--- config.mk ---
export PLATFORM = sky130hd
export DESIGN_NAME = maxsel_top
export DESIGN_NICKNAME = d
export VERILOG_FILES = /design/src/rtl/maxsel_pkg.sv /design/src/rtl/maxsel_slice.sv /design/src/rtl/maxsel_chain.sv /design/src/rtl/maxsel_serial.sv /design/src/rtl/maxsel_top.sv
export SDC_FILE = /design/constraint.sdc
export NUM_CORES = 1
export LEC_CHECK = 0
export BUFFER_PORTS_ARGS = -buffer_cell sky130_fd_sc_hd__buf_4
export CORE_UTILIZATION = 40
export DETAILED_ROUTE_END_ITERATION = 16
export PLACE_DENSITY_LB_ADDON = 0.25
export RECOVER_POWER = 25
export SETUP_SLACK_MARGIN = 0.1
export SYNTH_ARGS = -nofsm -noshare
export SYNTH_HDL_FRONTEND = slang
export SYNTH_SLANG_ARGS = --single-unit
--- constraint.sdc ---
create_clock -name clk -period 4.42 [get_ports clk]
set_input_delay 0.663 -clock clk [delete_from_list [all_inputs] [get_ports clk]]
set_output_delay 0.663 -clock clk [all_outputs]
set_load 0.005 [all_outputs]
--- src/rtl/maxsel_pkg.sv ---
package maxsel_pkg;

    // Lead flags carried from higher to lower bits.
    typedef struct packed {
        logic a_ahead;
        logic b_ahead;
    } lead_t;

    typedef enum logic [1:0] {
        ST_IDLE = 2'd0,
        ST_SCAN = 2'd1,
        ST_HOLD = 2'd2
    } ser_state_t;

endpackage

--- src/rtl/maxsel_slice.sv ---
module maxsel_slice
    import maxsel_pkg::*;
(
    input  logic  a_bit,
    input  logic  b_bit,
    input  lead_t lead_in,
    output logic  m_bit,
    output lead_t lead_out
);
    logic tied;

    always_comb begin
        tied  = ~lead_in.a_ahead & ~lead_in.b_ahead;
        m_bit = (lead_in.a_ahead & a_bit)
              | (lead_in.b_ahead & b_bit)
              | (tied & (a_bit | b_bit));
        lead_out.a_ahead = lead_in.a_ahead | (~lead_in.b_ahead & a_bit & ~b_bit);
        lead_out.b_ahead = lead_in.b_ahead | (~lead_in.a_ahead & ~a_bit & b_bit);
    end
endmodule

--- src/rtl/maxsel_chain.sv ---
module maxsel_chain
    import maxsel_pkg::*;
#(
    parameter int WIDTH = 8
) (
    input  logic [WIDTH-1:0] op_a,
    input  logic [WIDTH-1:0] op_b,
    output logic [WIDTH-1:0] op_max,
    output lead_t            final_lead
);
    // lead[i+1] enters slice i; lead[WIDTH] enters the MSB slice.
    lead_t lead [WIDTH:0];

    assign lead[WIDTH] = '0;

    for (genvar i = WIDTH - 1; i >= 0; i--) begin : g_slice
        maxsel_slice u_slice (
            .a_bit    (op_a[i]),
            .b_bit    (op_b[i]),
            .lead_in  (lead[i+1]),
            .m_bit    (op_max[i]),
            .lead_out (lead[i])
        );
    end

    assign final_lead = lead[0];
endmodule

--- src/rtl/maxsel_serial.sv ---
module maxsel_serial
    import maxsel_pkg::*;
#(
    parameter int WIDTH = 8
) (
    input  logic       clk,
    input  logic       rst_n,
    input  logic       start,
    input  logic       a_bit,
    input  logic       b_bit,
    output logic       m_bit,
    output logic       done,
    output lead_t      lead_q,
    output ser_state_t state_q
);
    localparam int          CW   = $clog2(WIDTH + 1);
    localparam logic [CW-1:0] LAST = CW'(WIDTH - 1);
    localparam logic [CW-1:0] ONE  = CW'(1);

    ser_state_t    state_d;
    logic [CW-1:0] cnt_q, cnt_d;
    lead_t         lead_d, lead_use, lead_nxt;

    assign lead_use = start ? lead_t'('0) : lead_q;

    maxsel_slice u_bit (
        .a_bit    (a_bit),
        .b_bit    (b_bit),
        .lead_in  (lead_use),
        .m_bit    (m_bit),
        .lead_out (lead_nxt)
    );

    // State register
    always_ff @(posedge clk or negedge rst_n) begin
        if (!rst_n) begin
            state_q <= ST_IDLE;
            cnt_q   <= '0;
            lead_q  <= '0;
        end else begin
            state_q <= state_d;
            cnt_q   <= cnt_d;
            lead_q  <= lead_d;
        end
    end

    // Next state
    always_comb begin
        state_d = state_q;
        cnt_d   = cnt_q;
        lead_d  = lead_q;
        if (start) begin
            lead_d  = lead_nxt;
            cnt_d   = ONE;
            state_d = (WIDTH == 1) ? ST_HOLD : ST_SCAN;
        end else begin
            unique case (state_q)
                ST_IDLE, ST_HOLD: ;
                ST_SCAN: begin
                    lead_d = lead_nxt;
                    cnt_d  = cnt_q + ONE;
                    if (cnt_q == LAST) state_d = ST_HOLD;
                end
                default: state_d = ST_IDLE;
            endcase
        end
    end

    // Outputs
    always_comb begin
        done = 1'b0;
        if (start) begin
            done = (WIDTH == 1);
        end else begin
            unique case (state_q)
                ST_SCAN:          done = (cnt_q == LAST);
                ST_IDLE, ST_HOLD: done = 1'b0;
                default:          done = 1'b0;
            endcase
        end
    end
endmodule

--- src/rtl/maxsel_top.sv ---
module maxsel_top
    import maxsel_pkg::*;
#(
    parameter int WIDTH = 8
) (
    input  logic             clk,
    input  logic             rst_n,
    input  logic [WIDTH-1:0] par_a,
    input  logic [WIDTH-1:0] par_b,
    output logic [WIDTH-1:0] par_max,
    input  logic             ser_start,
    input  logic             ser_a,
    input  logic             ser_b,
    output logic             ser_max,
    output logic             ser_done
);
    lead_t      par_lead;
    lead_t      ser_lead;
    ser_state_t ser_state;

    maxsel_chain #(.WIDTH(WIDTH)) u_chain (
        .op_a       (par_a),
        .op_b       (par_b),
        .op_max     (par_max),
        .final_lead (par_lead)
    );

    maxsel_serial #(.WIDTH(WIDTH)) u_serial (
        .clk     (clk),
        .rst_n   (rst_n),
        .start   (ser_start),
        .a_bit   (ser_a),
        .b_bit   (ser_b),
        .m_bit   (ser_max),
        .done    (ser_done),
        .lead_q  (ser_lead),
        .state_q (ser_state)
    );
endmodule

Word level (Yosys, flattened, before mapping)
Cells that the tools add are included.
{"block": "word_totals", "input_bits": 21, "out_inout_bits": 10, "regBits": 8, "elab_cells": 157}
{"block": "op_classes", "muxes": 10, "n_eq_ne": 5, "n_addsub": 1, "reduce_logical": 4, "bitwise_logic": 133}
{"op": "AND 1 bit", "n": 62}
{"op": "bitwise OR 1 bit", "n": 39}
{"op": "inverter 1 bit", "n": 32}
{"op": "two-way mux 2 bit", "n": 5}
{"op": "two-way mux 4 bit", "n": 2}
{"op": "adder 4 x 1 -> 4 bit, second input constant", "n": 1}
{"op": "== test 4 x 3 -> 1 bit, second input constant", "n": 1}
{"op": "case mux 2 bit (2 select lines)", "n": 1}
{"op": "!= test 3 x 2 -> 1 bit, second input constant", "n": 1}
{"op": "== test 2 x 1 -> 1 bit, second input constant", "n": 1}
{"op": "== test 2 bit, second input constant", "n": 1}
{"op": "zero test 2 bit", "n": 1}
{"op": "two-way mux 1 bit", "n": 2}
{"op": "!= test 2 bit, second input constant", "n": 1}
{"op": "AND reduction 2 bit", "n": 1}
{"op": "nonzero test 2 bit", "n": 1}
{"op": "OR reduction 2 bit", "n": 1}

Depth between registers and ports, before layout
{"block": "logic_depth", "ltp_word": 30, "ltp_mapped": 10}

Hierarchy
Synthesis repeated with hierarchy kept, for this count alone.
{"block": "unflattened", "cells_unflattened": 108, "hier_area_um2": 812.0}
{"mod": "maxsel_serial", "n_inst": 1, "cells_per_inst": 35, "seq_area_each_um2": 200.2, "area_each_um2": 414.1}
{"mod": "maxsel_slice", "n_inst": 9, "cells_per_inst": 8, "seq_area_each_um2": 0.0, "area_each_um2": 43.8}
{"mod": "maxsel_chain", "n_inst": 1, "cells_per_inst": 1, "seq_area_each_um2": 0.0, "area_each_um2": 3.8}

Worst setup path before layout
Ideal clock, no wire load.
{"block": "synth_timing", "path_kind": "input port to output port", "start": "input port par_b[7]", "end": "output port par_max[0]", "slack_ns": 1.531, "n_path_buf": 2, "cell_stages": 9, "t_required_ns": 3.757, "arrival_time_ns": 2.226, "cell_sequence": "inv_1 -> ha_1 -> buf_2 -> nor4_2 -> nor2_1 -> o32a_1 -> o31a_1 -> o2bb2ai_1 -> buf_4"}
{"block": "synth_between", "elab_chain_len": 30}
{"item": "from (decl)", "line": "maxsel_top.sv:9", "text": "input logic [WIDTH-1:0] par_b,"}
{"item": "inverter 1 bit", "line": "maxsel_slice.sv:17", "text": "lead_out.a_ahead = lead_in.a_ahead | (~lead_in.b_ahead & a_bit & ~b_bit);"}
{"item": "AND 1 bit", "line": "maxsel_slice.sv:17"}
{"item": "inverter 1 bit", "line": "maxsel_slice.sv:18", "text": "lead_out.b_ahead = lead_in.b_ahead | (~lead_in.a_ahead & ~a_bit & b_bit);"}
{"item": "AND 1 bit (2 in a row)", "line": "maxsel_slice.sv:18"}
{"item": "bitwise OR 1 bit", "line": "maxsel_slice.sv:18"}
{"item": "inverter 1 bit", "line": "maxsel_slice.sv:17"}
{"item": "AND 1 bit (2 in a row)", "line": "maxsel_slice.sv:17"}
{"item": "bitwise OR 1 bit", "line": "maxsel_slice.sv:17"}
{"item": "[11 not listed]"}
{"item": "bitwise OR 1 bit", "line": "maxsel_slice.sv:18"}
{"item": "inverter 1 bit", "line": "maxsel_slice.sv:17"}
{"item": "AND 1 bit (2 in a row)", "line": "maxsel_slice.sv:17"}
{"item": "bitwise OR 1 bit", "line": "maxsel_slice.sv:17"}
{"item": "inverter 1 bit", "line": "maxsel_slice.sv:13", "text": "tied = ~lead_in.a_ahead & ~lead_in.b_ahead;"}
{"item": "AND 1 bit", "line": "maxsel_slice.sv:13"}
{"item": "AND 1 bit", "line": "maxsel_slice.sv:16", "text": "| (tied & (a_bit | b_bit));"}
{"item": "bitwise OR 1 bit *", "line": "maxsel_slice.sv:16"}
{"item": "to (decl)", "line": "maxsel_top.sv:10", "text": "output logic [WIDTH-1:0] par_max,"}
Mark *: on every way between the ends. The rest lies on a longest branch, timed or not.

Worst setup path after layout
{"block": "layout_timing", "start": "input port par_a[7]", "end": "output port par_max[0]"}
{"block": "layout_between", "elab_chain_len": 30}
{"item": "from (decl)", "line": "maxsel_top.sv:8", "text": "input logic [WIDTH-1:0] par_a,"}
{"item": "inverter 1 bit", "line": "maxsel_slice.sv:18"}
{"item": "AND 1 bit", "line": "maxsel_slice.sv:18"}
{"item": "inverter 1 bit", "line": "maxsel_slice.sv:17"}
{"item": "AND 1 bit (2 in a row)", "line": "maxsel_slice.sv:17"}
{"item": "bitwise OR 1 bit", "line": "maxsel_slice.sv:17"}
{"item": "inverter 1 bit", "line": "maxsel_slice.sv:18"}
{"item": "AND 1 bit (2 in a row)", "line": "maxsel_slice.sv:18"}
{"item": "bitwise OR 1 bit", "line": "maxsel_slice.sv:18"}
{"item": "[11 not listed]"}
{"item": "bitwise OR 1 bit", "line": "maxsel_slice.sv:17"}
{"item": "inverter 1 bit", "line": "maxsel_slice.sv:18"}
{"item": "AND 1 bit (2 in a row)", "line": "maxsel_slice.sv:18"}
{"item": "bitwise OR 1 bit", "line": "maxsel_slice.sv:18"}
{"item": "inverter 1 bit"}
{"item": "AND 1 bit", "line": "maxsel_slice.sv:13"}
{"item": "AND 1 bit", "line": "maxsel_slice.sv:16"}
{"item": "bitwise OR 1 bit *", "line": "maxsel_slice.sv:16"}
Marks and branches as above.

==> impl_metrics.py <==
metrics = {
    "synth": {
        "synth_common_cells": "inv_1 (15), nor2_1 (13), a21oi_1 (9), nand2_1 (9)",
        "yosysWarnings": 0,
        "async_reset_ff_frac": 1.00,
        "synth-seq-area-share": 0.214,
        "ys_types": 41,
        "netlist_instances": 127,
        "synth_flop_cell": "dfrtp_1",
        "synth.avg_cell_area_um2": 7.37,
        "synth_most_common_cell": "inv_1",
        "synth_area_leader_cell": "dfrtp_1",
        "synthTopCellsByArea": "dfrtp_1 (21%), buf_4 (6.4%), inv_1 (6.0%)",
        "syn-num-nets": 152,
        "yosys.area.top_type_share": 0.214,
        "netlist_area_um2": 936,
        "ys_ff_latch": 8,
        "synth_edf_count": 0,
    },
    "clocking": {
        "clk_path_buf_depth": 2,
        "clk_pin_slew_ns": 0.05,
        "h-tree-depth": 1,
        "cts-root-buf": "clkbuf_4",
        "cts_sinks": 8,
        "cts_tree": "done",
        "post_cts_buffers": 0,
        "cts_resized": 0,
        "holdBufCountCts": 0,
        "clock_latency_ns": 0.25,
        "cts_buffers": 3,
    },
    "placed_design": {
        "preCtsSetupSlack_ns": 1.24,
        "gp_congestion": 0.906,
        "port_buffers": 30,
        "dp_hpwl_um": 1620,
    },
    "floorplan": {
        "num_rows": 17,
        "die_h_um": 50.4,
        "start_util": 0.423,
        "die_w_um": 50.4,
        "die_area_mm2": 0.00254,
        "io_pins": 31,
        "core_area_mm2": 0.00221,
    },
    "timing": {
        "finalCritPeriodShare": 0.723,
        "finalSetupTns_ns": 0,
        "finalMaxSlewViolations": 0,
        "fmax_mhz": 313,
        "worst_pin_slew_ns": 0.421,
        "hold_viol_final": 0,
        "layout_min_cycle_time_ns": 3.19,
        "finalSetupViolCount": 0,
        "rsz0062_at_grt": "false",
        "timing.final.ws_setup_ns": 1.23,
        "relSlewSlack": 0.719,
        "finalClockSkew_ns": 0.00159,
    },
    "drt": {
        "met1_length_um": 858,
        "met3_length_um": 147,
        "drt_iter0_drc": 21,
        "ant_nets": 0,
        "viasPerCell": 5.51,
        "wl_per_cell_um": 11.0,
        "firstDrtPassIters": 4,
        "dr.max_layer_used": "met4",
        "met2_length_um": 933,
        "num_vias": 975,
        "wirelength_um": 1960,
        "drc": 0,
    },
    "flow_run": {
        "drv_cap": 0,
    },
    "global_routing": {
        "grt_pass1_wl_um": 3080,
        "grt_max_degree": 13,
        "overflow": 0,
        "grt_pass1_vias": 817,
        "antenna_found_initial": 0,
        "track_usage": 0.154,
    },
    "cells_and_area": {
        "drive_above_1_share": 0.255,
        "nets": 176,
        "n_antenna_cell": 0,
        "filler_cell_count": 236,
        "area_growth_pct": 21.3,
        "final_core_util": 0.513,
    },
    "setup_path": {
        "worstPathArrival_ns": 2.53,
        "start_kind": "primary input",
        "critPathKind": "in -> out",
        "rrSetupSlack_ns": 3.25,
        "cp_max_fo": 9,
        "worst_setup_path_end_kind": "output port",
        "cp.required_ns": 3.76,
    },
    "status": {
        "run_status": "finished, final reports clean",
    },
    "power": {
        "worst_ir_drop_vdd_uv": 235,
        "p_leak_uw": 0.000546,
        "power_density_mw_per_mm2": 265,
    },
    "hold_path": {
        "hp-class": "in -> async",
    },
}
worst max-delay path, cell delays in order:
cell and delay [ns]:
buf_4 0.11, inv_1 0.07, ha_1 0.36, clkinv_1 0.23, o211ai_2 0.11, nor2_1 0.09
o32a_1 0.33, o31a_1 0.30, o2bb2ai_1 0.12, buf_4 0.14
worst paths after layout:
kind                                     endpoint  depth (start not counted)                start
max in group asynchronous       u_serial.cnt_q[1]                          1                rst_n
worst min-delay path            u_serial.cnt_q[3]                          1                rst_n
worst max register to register  u_serial.cnt_q[3]                          4  u_serial.state_q[1]
worst max-delay path                   par_max[0]                         10             par_a[7]
min in group clk                u_serial.cnt_q[3]                          2    u_serial.cnt_q[3]
worst min register to register  u_serial.cnt_q[3]                          2    u_serial.cnt_q[3]
area by class of cell:
class | count | area [um^2] | share of cell area
tap | 28 | 35.0 | 0.0309
clock buffer | 3 | 22.5 | 0.0198
sequential | 8 | 200 | 0.176
multi-input combinational | 91 | 592 | 0.521
inverter | 17 | 63.8 | 0.0562
timing repair buffer | 30 | 221 | 0.195
state kept, by name, indices dropped and copies added (netlist names):
name and count:
u_serial.cnt_q 4, u_serial.state_q 2, u_serial.lead_q 2
routing by layer:
layer / vias up / GRT usage
met4: 0 / 0.0602
met2: 51 / 0.271
li1: 482 / -
met3: 4 / 0.0273
met1: 438 / 0.184
met5: - / 0
cell usage in the layout (no fill, tap or decap), types with 2 or more instances in the layout:
cell        n
nand3_1     4
o32ai_1     3
a21oi_1     9
o31ai_1     2
dfrtp_1     8
maj3_2      2
o21ai_1     3
nand2b_1    5
nand2_1     9
o2bb2ai_1   2
inv_1      15
nor2b_1     4
o211ai_1    2
a22oi_1     2
clkbuf_4    3
xor2_1      3
nor3_1      3
nor2_1     13
ha_1        4
buf_4      29
o21ai_0     5
report_power, final:
group	total [uW]	internal [uW]	switching, uW	leakage [uW]
combinational	143	68.1	74.8	0.000433
clock	52.8	30.9	21.9	0.0000138
sequential	105	91.2	13.9	0.0000986
total	301	190	111	0.000546
through the flow:
stage               area, um^2  instances  hold slack [ns]  total power [uW]
detailed placement        1120        174            0.484               249
floorplan                  936        127            0.367               209
global route              1130        177            0.343               324
global placement          1120        174            0.485               244
finish                    1130        177            0.321               301
CTS                       1140        177            0.211               305
kinds of logic after synthesis:
family,share of synthesized area
xor+xnor,0.0281
buf+inv,0.154
compound gates,0.299
flops,0.214
fa+ha+maj,0.0775
simple gates,0.227
(Power assumes the default switching activity.)
